## config.mk

```make
export PLATFORM = sky130hd
export DESIGN_NAME = zbt_sram
export DESIGN_NICKNAME = d
export VERILOG_FILES = /design/src/rtl/zbt_pkg.sv /design/src/rtl/zbt_burst_ctl.sv /design/src/rtl/zbt_array.sv /design/src/rtl/zbt_bypass.sv /design/src/rtl/zbt_sram.sv
export SDC_FILE = /design/constraint.sdc
export NUM_CORES = 2
export LEC_CHECK = 0
export BUFFER_PORTS_ARGS = -buffer_cell sky130_fd_sc_hd__buf_2
export CAP_MARGIN = 20
export CORE_UTILIZATION = 49
export DETAILED_ROUTE_END_ITERATION = 8
export GPL_TIMING_DRIVEN = 0
export SLEW_MARGIN = 30
export SYNTH_ARGS = -nofsm -noshare
export SYNTH_HDL_FRONTEND = slang
export SYNTH_SLANG_ARGS = --single-unit
export TNS_END_PERCENT = 20
```

## constraint.sdc

```tcl
create_clock -name clk -period 6.6 [get_ports clk]
set_input_delay 1.32 -clock clk [delete_from_list [all_inputs] [get_ports clk]]
set_output_delay 1.32 -clock clk [all_outputs]
set_load 0.01 [all_outputs]
```

## src/rtl/zbt_pkg.sv

```systemverilog
// Shared types and helpers for the pipelined zero-turnaround SRAM.
// Assumes the two lowest address bits form the burst offset.
package zbt_pkg;

    typedef enum logic [1:0] {
        OP_IDLE  = 2'd0,
        OP_READ  = 2'd1,
        OP_WRITE = 2'd2
    } op_e;

    // Burst offset: linear sum or XOR of base and beat count.
    function automatic logic [1:0] burst_offset(input logic [1:0] base,
                                                input logic [1:0] count,
                                                input logic       interleave);
        return interleave ? (base ^ count) : (base + count);
    endfunction

endpackage

```

## src/rtl/zbt_burst_ctl.sv

```systemverilog
// Load/advance front end. On a load it decodes the cycle type and passes
// the external address through. On an advance it keeps the stored type and
// forms the next beat address from the stored base.
// Assumes ADDR_W >= 3. The state is frozen while cke_n is high.
module zbt_burst_ctl
    import zbt_pkg::*;
#(
    parameter int ADDR_W = 6
) (
    input  logic              clk,
    input  logic              rst_n,
    input  logic              cke_n,
    input  logic              load_n,
    input  logic              ce_n,
    input  logic              wr_en,
    input  logic [ADDR_W-1:0] addr,
    input  logic              order_sel,
    output op_e               cur_op,
    output logic [ADDR_W-1:0] cur_addr
);
    logic [ADDR_W-1:0] base_q;
    logic [1:0]        count_q;
    logic [1:0]        count_nx;
    op_e               burst_op_q;

    // Decode the access presented on this edge.
    always_comb begin
        count_nx = count_q + 2'd1;
        if (!load_n) begin
            cur_addr = addr;
            if (ce_n)
                cur_op = OP_IDLE;
            else
                cur_op = wr_en ? OP_WRITE : OP_READ;
        end else begin
            cur_op   = burst_op_q;
            cur_addr = {base_q[ADDR_W-1:2], burst_offset(base_q[1:0], count_nx, order_sel)};
        end
    end

    // Hold the burst base, beat count and cycle type.
    always_ff @(posedge clk) begin
        if (!rst_n) begin
            base_q     <= '0;
            count_q    <= '0;
            burst_op_q <= OP_IDLE;
        end else if (!cke_n) begin
            if (!load_n) begin
                base_q     <= addr;
                count_q    <= '0;
                burst_op_q <= cur_op;
            end else begin
                count_q    <= count_nx;
            end
        end
    end

endmodule

```

## src/rtl/zbt_array.sv

```systemverilog
// Word storage with per-lane write enables and a registered read port.
// A read and a write to the same word on one edge return the old word.
// The storage itself has no reset; only the read register is cleared.
module zbt_array #(
    parameter int ADDR_W = 6,
    parameter int LANES  = 4,
    parameter int LANE_W = 9,
    localparam int DATA_W = LANES * LANE_W,
    localparam int DEPTH  = 1 << ADDR_W
) (
    input  logic              clk,
    input  logic              rst_n,
    input  logic              en,
    input  logic              rd_en,
    input  logic [ADDR_W-1:0] rd_addr,
    output logic [DATA_W-1:0] rd_data,
    input  logic              wr_en,
    input  logic [ADDR_W-1:0] wr_addr,
    input  logic [LANES-1:0]  wr_lanes,
    input  logic [DATA_W-1:0] wr_data
);
    logic [DATA_W-1:0] mem [DEPTH];

    // Commit the enabled lanes of a write.
    always_ff @(posedge clk) begin
        if (en && wr_en) begin
            for (int i = 0; i < LANES; i++) begin
                if (wr_lanes[i])
                    mem[wr_addr][i*LANE_W +: LANE_W] <= wr_data[i*LANE_W +: LANE_W];
            end
        end
    end

    // Register the addressed word for a read.
    always_ff @(posedge clk) begin
        if (!rst_n)
            rd_data <= '0;
        else if (en && rd_en)
            rd_data <= mem[rd_addr];
    end

endmodule

```

## src/rtl/zbt_bypass.sv

```systemverilog
// Write-to-read forwarding. When a read samples the array on the same edge
// that a write to the same word commits, the write data and its lanes are
// recorded. On the next cycle those lanes replace the stale array output.
module zbt_bypass #(
    parameter int ADDR_W = 6,
    parameter int LANES  = 4,
    parameter int LANE_W = 9,
    localparam int DATA_W = LANES * LANE_W
) (
    input  logic              clk,
    input  logic              rst_n,
    input  logic              en,
    input  logic              rd_en,
    input  logic [ADDR_W-1:0] rd_addr,
    input  logic              wr_en,
    input  logic [ADDR_W-1:0] wr_addr,
    input  logic [LANES-1:0]  wr_lanes,
    input  logic [DATA_W-1:0] wr_data,
    input  logic [DATA_W-1:0] arr_data,
    output logic [DATA_W-1:0] merged
);
    logic [LANES-1:0]  hit_q;
    logic [DATA_W-1:0] fwd_q;

    // Record the lanes of a colliding write.
    always_ff @(posedge clk) begin
        if (!rst_n) begin
            hit_q <= '0;
            fwd_q <= '0;
        end else if (en) begin
            hit_q <= (rd_en && wr_en && (rd_addr == wr_addr)) ? wr_lanes : '0;
            fwd_q <= wr_data;
        end
    end

    // Per-lane choice between forwarded and stored bytes.
    for (genvar g = 0; g < LANES; g++) begin : g_lane
        assign merged[g*LANE_W +: LANE_W] = hit_q[g] ? fwd_q[g*LANE_W +: LANE_W]
                                                     : arr_data[g*LANE_W +: LANE_W];
    end

endmodule

```

## src/rtl/zbt_sram.sv

```systemverilog
// Pipelined zero-turnaround SRAM top. Stage 1 holds the access loaded or
// advanced on the previous edge and reads the array. Stage 2 commits a write
// with the wdata present now, or presents read data through the bypass.
// Both directions have a latency of two enabled edges. cke_n high stalls all.
module zbt_sram
    import zbt_pkg::*;
#(
    parameter int ADDR_W = 6,
    parameter int LANES  = 4,
    parameter int LANE_W = 9,
    localparam int DATA_W = LANES * LANE_W
) (
    input  logic              clk,
    input  logic              rst_n,
    input  logic              cke_n,
    input  logic              load_n,
    input  logic              ce_n,
    input  logic              wr_en,
    input  logic [ADDR_W-1:0] addr,
    input  logic [LANES-1:0]  byte_we_n,
    input  logic              order_sel,
    input  logic [DATA_W-1:0] wdata,
    output logic [DATA_W-1:0] rdata,
    output logic              rvalid
);
    op_e               cur_op;
    logic [ADDR_W-1:0] cur_addr;
    op_e               s1_op, s2_op;
    logic [ADDR_W-1:0] s1_addr, s2_addr;
    logic [LANES-1:0]  s1_be_n, s2_be_n;
    logic [DATA_W-1:0] arr_q;
    logic [DATA_W-1:0] merged;
    logic              en;
    logic              s1_rd, s2_wr;

    assign en    = !cke_n;
    assign s1_rd = (s1_op == OP_READ);
    assign s2_wr = (s2_op == OP_WRITE);

    zbt_burst_ctl #(.ADDR_W(ADDR_W)) u_burst (
        .clk(clk), .rst_n(rst_n), .cke_n(cke_n), .load_n(load_n),
        .ce_n(ce_n), .wr_en(wr_en), .addr(addr), .order_sel(order_sel),
        .cur_op(cur_op), .cur_addr(cur_addr)
    );

    zbt_array #(.ADDR_W(ADDR_W), .LANES(LANES), .LANE_W(LANE_W)) u_array (
        .clk(clk), .rst_n(rst_n), .en(en),
        .rd_en(s1_rd), .rd_addr(s1_addr), .rd_data(arr_q),
        .wr_en(s2_wr), .wr_addr(s2_addr), .wr_lanes(~s2_be_n), .wr_data(wdata)
    );

    zbt_bypass #(.ADDR_W(ADDR_W), .LANES(LANES), .LANE_W(LANE_W)) u_bypass (
        .clk(clk), .rst_n(rst_n), .en(en),
        .rd_en(s1_rd), .rd_addr(s1_addr),
        .wr_en(s2_wr), .wr_addr(s2_addr), .wr_lanes(~s2_be_n), .wr_data(wdata),
        .arr_data(arr_q), .merged(merged)
    );

    // Advance the two-stage access pipeline and the read output.
    always_ff @(posedge clk) begin
        if (!rst_n) begin
            s1_op   <= OP_IDLE;
            s2_op   <= OP_IDLE;
            s1_addr <= '0;
            s2_addr <= '0;
            s1_be_n <= '1;
            s2_be_n <= '1;
            rvalid  <= 1'b0;
            rdata   <= '0;
        end else if (en) begin
            s1_op   <= cur_op;
            s1_addr <= cur_addr;
            s1_be_n <= byte_we_n;
            s2_op   <= s1_op;
            s2_addr <= s1_addr;
            s2_be_n <= s1_be_n;
            rvalid  <= (s2_op == OP_READ);
            if (s2_op == OP_READ)
                rdata <= merged;
        end
    end

endmodule

```

* After elaboration in Yosys (flattened, before gate mapping)
Memory sizes are Yosys's and may differ from the RTL's. A register that Yosys moved wholly into a read port is not among the register bits. Cells that the tools add are included.
Storage, ports and cells: bits in writable memories 2304, register bits 111, memories kept 1, output and inout port bits 37, bits of input ports 53
Memory list:
- u_array.mem | depth 64, width 36, read ports 1, clocked after memory_dff 1, wr ports 1, RTL line zbt_array.sv:22 | logic [DATA_W-1:0] mem [DEPTH];
Cells by class: reduce and logical (&&, ||, !) cells 8, bitwise operators 4, multiplexer cells 23, eq/ne operators 4, add/sub/neg operators 2
Operator list (number):
- $mux W9 | 4
- $mux W1 | 12
- $mux W2 | 5
- $eq A6 B6 Y1 | 1
- $mux W6 | 1
- $eq A2 B1 Y1 const B | 2
- $logic_and A1 B1 Y1 | 4
- $mux W4 | 1
- $not A4 Y4 | 1
- $reduce_and A2 Y1 | 2
- $add A2 B1 Y2 const B | 1
- $add A2 B2 Y2 | 1
- $eq A2 B2 Y1 const B | 1
- $logic_not A1 Y1 | 2
- $not A1 Y1 | 2
- $xor A2 B2 Y2 | 1

* Longest topological paths before layout
depth after elaboration 4, depth in mapped cells 11, gate-level depth less buffers 7

* Cells and area by module
A second synthesis with hierarchy kept.
Unflattened totals: cells, all modules 4714, area, all modules 95436.5 µm²
By module, submodules not included:
- zbt_array | times used 1, cells each 4227, area each 90466.8 µm²
- zbt_sram | times used 1, cells each 245, area each 2424.8 µm²
- zbt_bypass | times used 1, cells each 181, area each 1990.7 µm²
- zbt_burst_ctl | times used 1, cells each 61, area each 554.3 µm²

* Worst setup path before layout
Ideal clock, no wire load.
path kind input -> register, start point in cke_n, end point mem u_array.mem[10][0] in the netlist's numbering, enable pin, library setup time 374 ps, data arrival time 2828 ps, setup slack 3398 ps, stages on the path 6, required time 6226 ps, cells stage by stage clkbuf_1 nor3b_1 nand2b_1 clkbuf_1 buf_1 nor2_1
On the way: longest elaborated chain between the ends 4
RTL lines:
- start: declaration | RTL line zbt_sram.sv:15 | input logic cke_n,
- $logic_not A1 Y1
- $logic_and A1 B1 Y1 | RTL line zbt_array.sv:26 | if (en && wr_en) begin
- $mux W1 | RTL line zbt_array.sv:26
- $mux W1 (not written as such) | RTL line zbt_array.sv:29 | mem[wr_addr][i*LANE_W +: LANE_W] <= wr_data[i*LANE_W +: LANE_W];
- end: declaration | RTL line zbt_array.sv:22
Every way passes these cells.

==> results by group <==
Finish
  • Final net count: 5216
  • Area growth from synthesis to layout: 14.2%
  • Sequential cell area: 72100 um^2
  • Final-layout fill cell count: 14471
  • Layout Utilization: 0.564
  • Non-Filler Instances: 7884
  • Multi-input combinational cell area: 22200 um^2
  • Layout cells sized above 1: 0.283

Setup path
  • Buffers & Inverters on Critical Path: 6
  • R2R setup slack: 740 ps
  • Critical path data required time: 7290 ps
  • Critical Path Max Stage Delay: 800 ps
  • Worst path arrival time: 6550 ps
  • Crit Path Max Fanout: 10
  • CP Cell Sequence: buf_2 > buf_4 > inv_2 > buf_2 > buf_2 > buf_2 > mux2i_1 > o2bb2ai_1 > a221oi_2 > o31ai_1
  • Worst reg2reg path depth: 10
  • Crit path depth: 10
  • CP Capture Type: register
  • Origin of the worst setup path: s1_addr[3]$_SDFFE_PN0N_
  • Slowest stage cell, crit path: buf_2
  • CP delay by family, top: buffers and inverters
  • Most used cell, CP: buf_2
  • CP startpoint kind: register
  • Worst R2R Start: s1_addr[3]$_SDFFE_PN0N_
  • Setup CP Type: register to register
  • R2r endpoint: u_array.rd_data[0]$_SDFFE_PN0P_
  • Crit path capture: u_array.rd_data[0]$_SDFFE_PN0P_

Yosys
  • Post-synth top area share: 0.726
  • Primary FF master, synth: edfxtp_1
  • Post-synth ARST share: 0
  • Synth cell types: 62
  • Post-synthesis instance area: 95200 um^2
  • Yosys warns: 0
  • Mapped Cells: 4757
  • Avg Cell Area, Syn: 20.0 um^2
  • Register area share after synthesis: 0.757
  • Syn_nets: 4811
  • Area leader, netlist: edfxtp_1
  • Number of synthesized flops with an enable pin: 2304
  • Synth cell count leaders: edfxtp_1 (2304), mux4_2 (513), nor2_1 (323)
  • Synth top area cells: edfxtp_1 (73%), mux4_2 (12%), dfxtp_1 (3.1%), mux2i_1 (3.1%), nor2_1 (1.3%)
  • Post-synthesis register bit count: 2451
  • Most frequent cell after synthesis: edfxtp_1

Floorplanning
  • CORE AREA: 193000 um^2
  • Row Count: 161
  • Die W: 443 um
  • Initial Util: 0.494
  • IO Count: 90
  • Full die area: 196000 um^2
  • Die Height: 443 um

Placement
  • HPWL after DPL: 231000 um
  • Dpl cells: 7411
  • Port bufs: 88
  • GPL Wtd Cong: 1.02

Clock tree
  • CTS root buffer: clkbuf_16
  • Worst-case clock buffer depth: 4
  • Worst skew pair latency: 970 ps
  • Worst-path clk slew: 70 ps
  • Hold_buf cts: 0
  • CTS buffer count: 275
  • Clk sinks: 2451
  • Postcts setup bufs: 0
  • CTS resizes: 0
  • CTS tree: done
  • CTS HTree Levels: 5

Job
  • Max_cap viols: 0

Power and ir drop
  • Tot Pwr: 33.8 mW
  • PD cells: 311 nW/um^2
  • Leakage power: 34.2 nW
  • Max VDD drop: 284 uV

STA
  • Fin. Hold Viols: 0
  • Tmin final: 5860 ps
  • Fmax: 171 MHz
  • Post-Route Setup TNS: 0 ps
  • Max Slew Vio Count: 0
  • Worst slew margin: 0.201
  • Worst-Margin Slew: 1200 ps
  • RSZ-0062 raised after global routing: no
  • Post-route clock period utilization: 0.888
  • Setup Skew: 68.0 ps
  • Setup Viol. Count Final: 0

Detailed routing
  • Final WL: 338000 um
  • ANT nets after route: 0
  • Avg WL per Cell: 42.9 um
  • Iter 0 DRT Violations: 9346
  • Post-detailed-route DRC marker count: 0
  • First-pass DRT Iterations: 7
  • Vias: 53319
  • Post-DR vias/cell: 6.76

GRT
  • Vias in the first global route: 50093
  • Largest net degree at the start of global routing: 66
  • Initial antenna violation count: 31
  • Global Route Usage Sum: 0.343
  • First-pass GRT wire length: 444000 um
  • GRT overflow: 0

Status
  • Status: finished clean

Worst hold path
  • Hold depth: 2
  • Hold Crit Class: register to register
[metal layers]
metal / vias up / track usage / share of wire
li1: 20294 / - / -
met1: 28073 / 0.468 / 0.37
met2: 4133 / 0.489 / 0.43
met3: 803 / 0.119 / 0.14
met4: 16 / 0.177 / 0.062
met5: - / 0.00122 / 0.00028
[placed cells by master (no fill, tap or decap), types with 40 or more instances in the layout]
cell / Yosys / layout
a21oi_1: 41 / 41
buf_2: 74 / 135
buf_4: 44 / 87
clkbuf_1: 122 / 140
clkbuf_16: 0 / 282
clkbuf_2: 1 / 47
clkinv_1: 0 / 55
dfxtp_1: 147 / 147
edfxtp_1: 2304 / 2304
mux2_2: 79 / 79
mux2i_1: 292 / 292
mux4_2: 513 / 513
nand2_1: 215 / 215
nor2_1: 323 / 90
nor2_2: 0 / 232
nor2b_1: 57 / 57
o21ai_0: 63 / 56
o221ai_1: 40 / 40
o22ai_1: 54 / 54
[worst min path at each step]
stage,to,slack [ps],from
finish,s2_be_n[2]$_SDFFE_PN1N_,480,s1_be_n[2]$_SDFFE_PN1N_
global route,s2_be_n[2]$_SDFFE_PN1N_,500,s1_be_n[2]$_SDFFE_PN1N_
CTS,s2_be_n[2]$_SDFFE_PN1N_,480,s1_be_n[2]$_SDFFE_PN1N_
detailed placement,s2_be_n[2]$_SDFFE_PN1N_,470,s1_be_n[2]$_SDFFE_PN1N_
global placement,s2_be_n[2]$_SDFFE_PN1N_,460,s1_be_n[2]$_SDFFE_PN1N_
floorplan,u_array.rd_data[12]$_SDFFE_PN0P_,440,u_array.rd_data[12]$_SDFFE_PN0P_
[cell families after synthesis]
logic type | count (synthesis) | synth area share
flip-flops | 2451 | 0.757
multiplexers | 884 | 0.161
AND/OR/NAND/NOR | 674 | 0.0302
AO/OA/AOI/OAI | 438 | 0.0341
buffers and inverters | 300 | 0.0160
XOR/XNOR | 9 | 0.000828
adder cells (fa/ha/maj) | 1 | 0.000131
[registers in the layout, indices dropped and copies added (netlist names)]
signal and count:
s1_be_n 4, rvalid 1, s1_addr 6, u_burst.burst_op_q 2
u_array.mem 2304, u_burst.count_q 2, rdata 36, u_bypass.fwd_q 36
s1_op 2, s2_be_n 4, u_array.rd_data 36, u_burst.base_q 6
s2_op 2, u_bypass.hit_q 4, s2_addr 6
[final cells by class]
type | count | area share
Buffer | 293 | 0.0144
Clock buffer | 350 | 0.0676
Sequential cell | 2451 | 0.663
Tap cell | 2526 | 0.0291
Timing Repair Buffer | 128 | 0.0120
Inverter | 7 | 0.000242
Multi-Input combinational cell | 2006 | 0.205
Antenna cell | 8 | 0.000184
Clock inverter | 115 | 0.00844
[stage by stage]
step	hold WS, ps	setup WS, ps	instance area, um^2
finish	476	738	109000
global route	505	1110	109000
CTS	483	1460	109000
detailed placement	469	1440	100000
global placement	458	544	98800
floorplan	435	3400	95200
[where the power goes]
| group | internal, mW | switching [mW] |
|---|---|---|
| Sequential | 17.0 | 0.0249 |
| Combinational | 0.675 | 1.51 |
| Clock | 8.42 | 6.13 |
[worst min-delay path: stages (launching register included)]
cell	delay (ps)
dfxtp_1	330
mux2i_1	70
nand2_1	60
No activity file was read; power rests on OpenSTA's default activity.
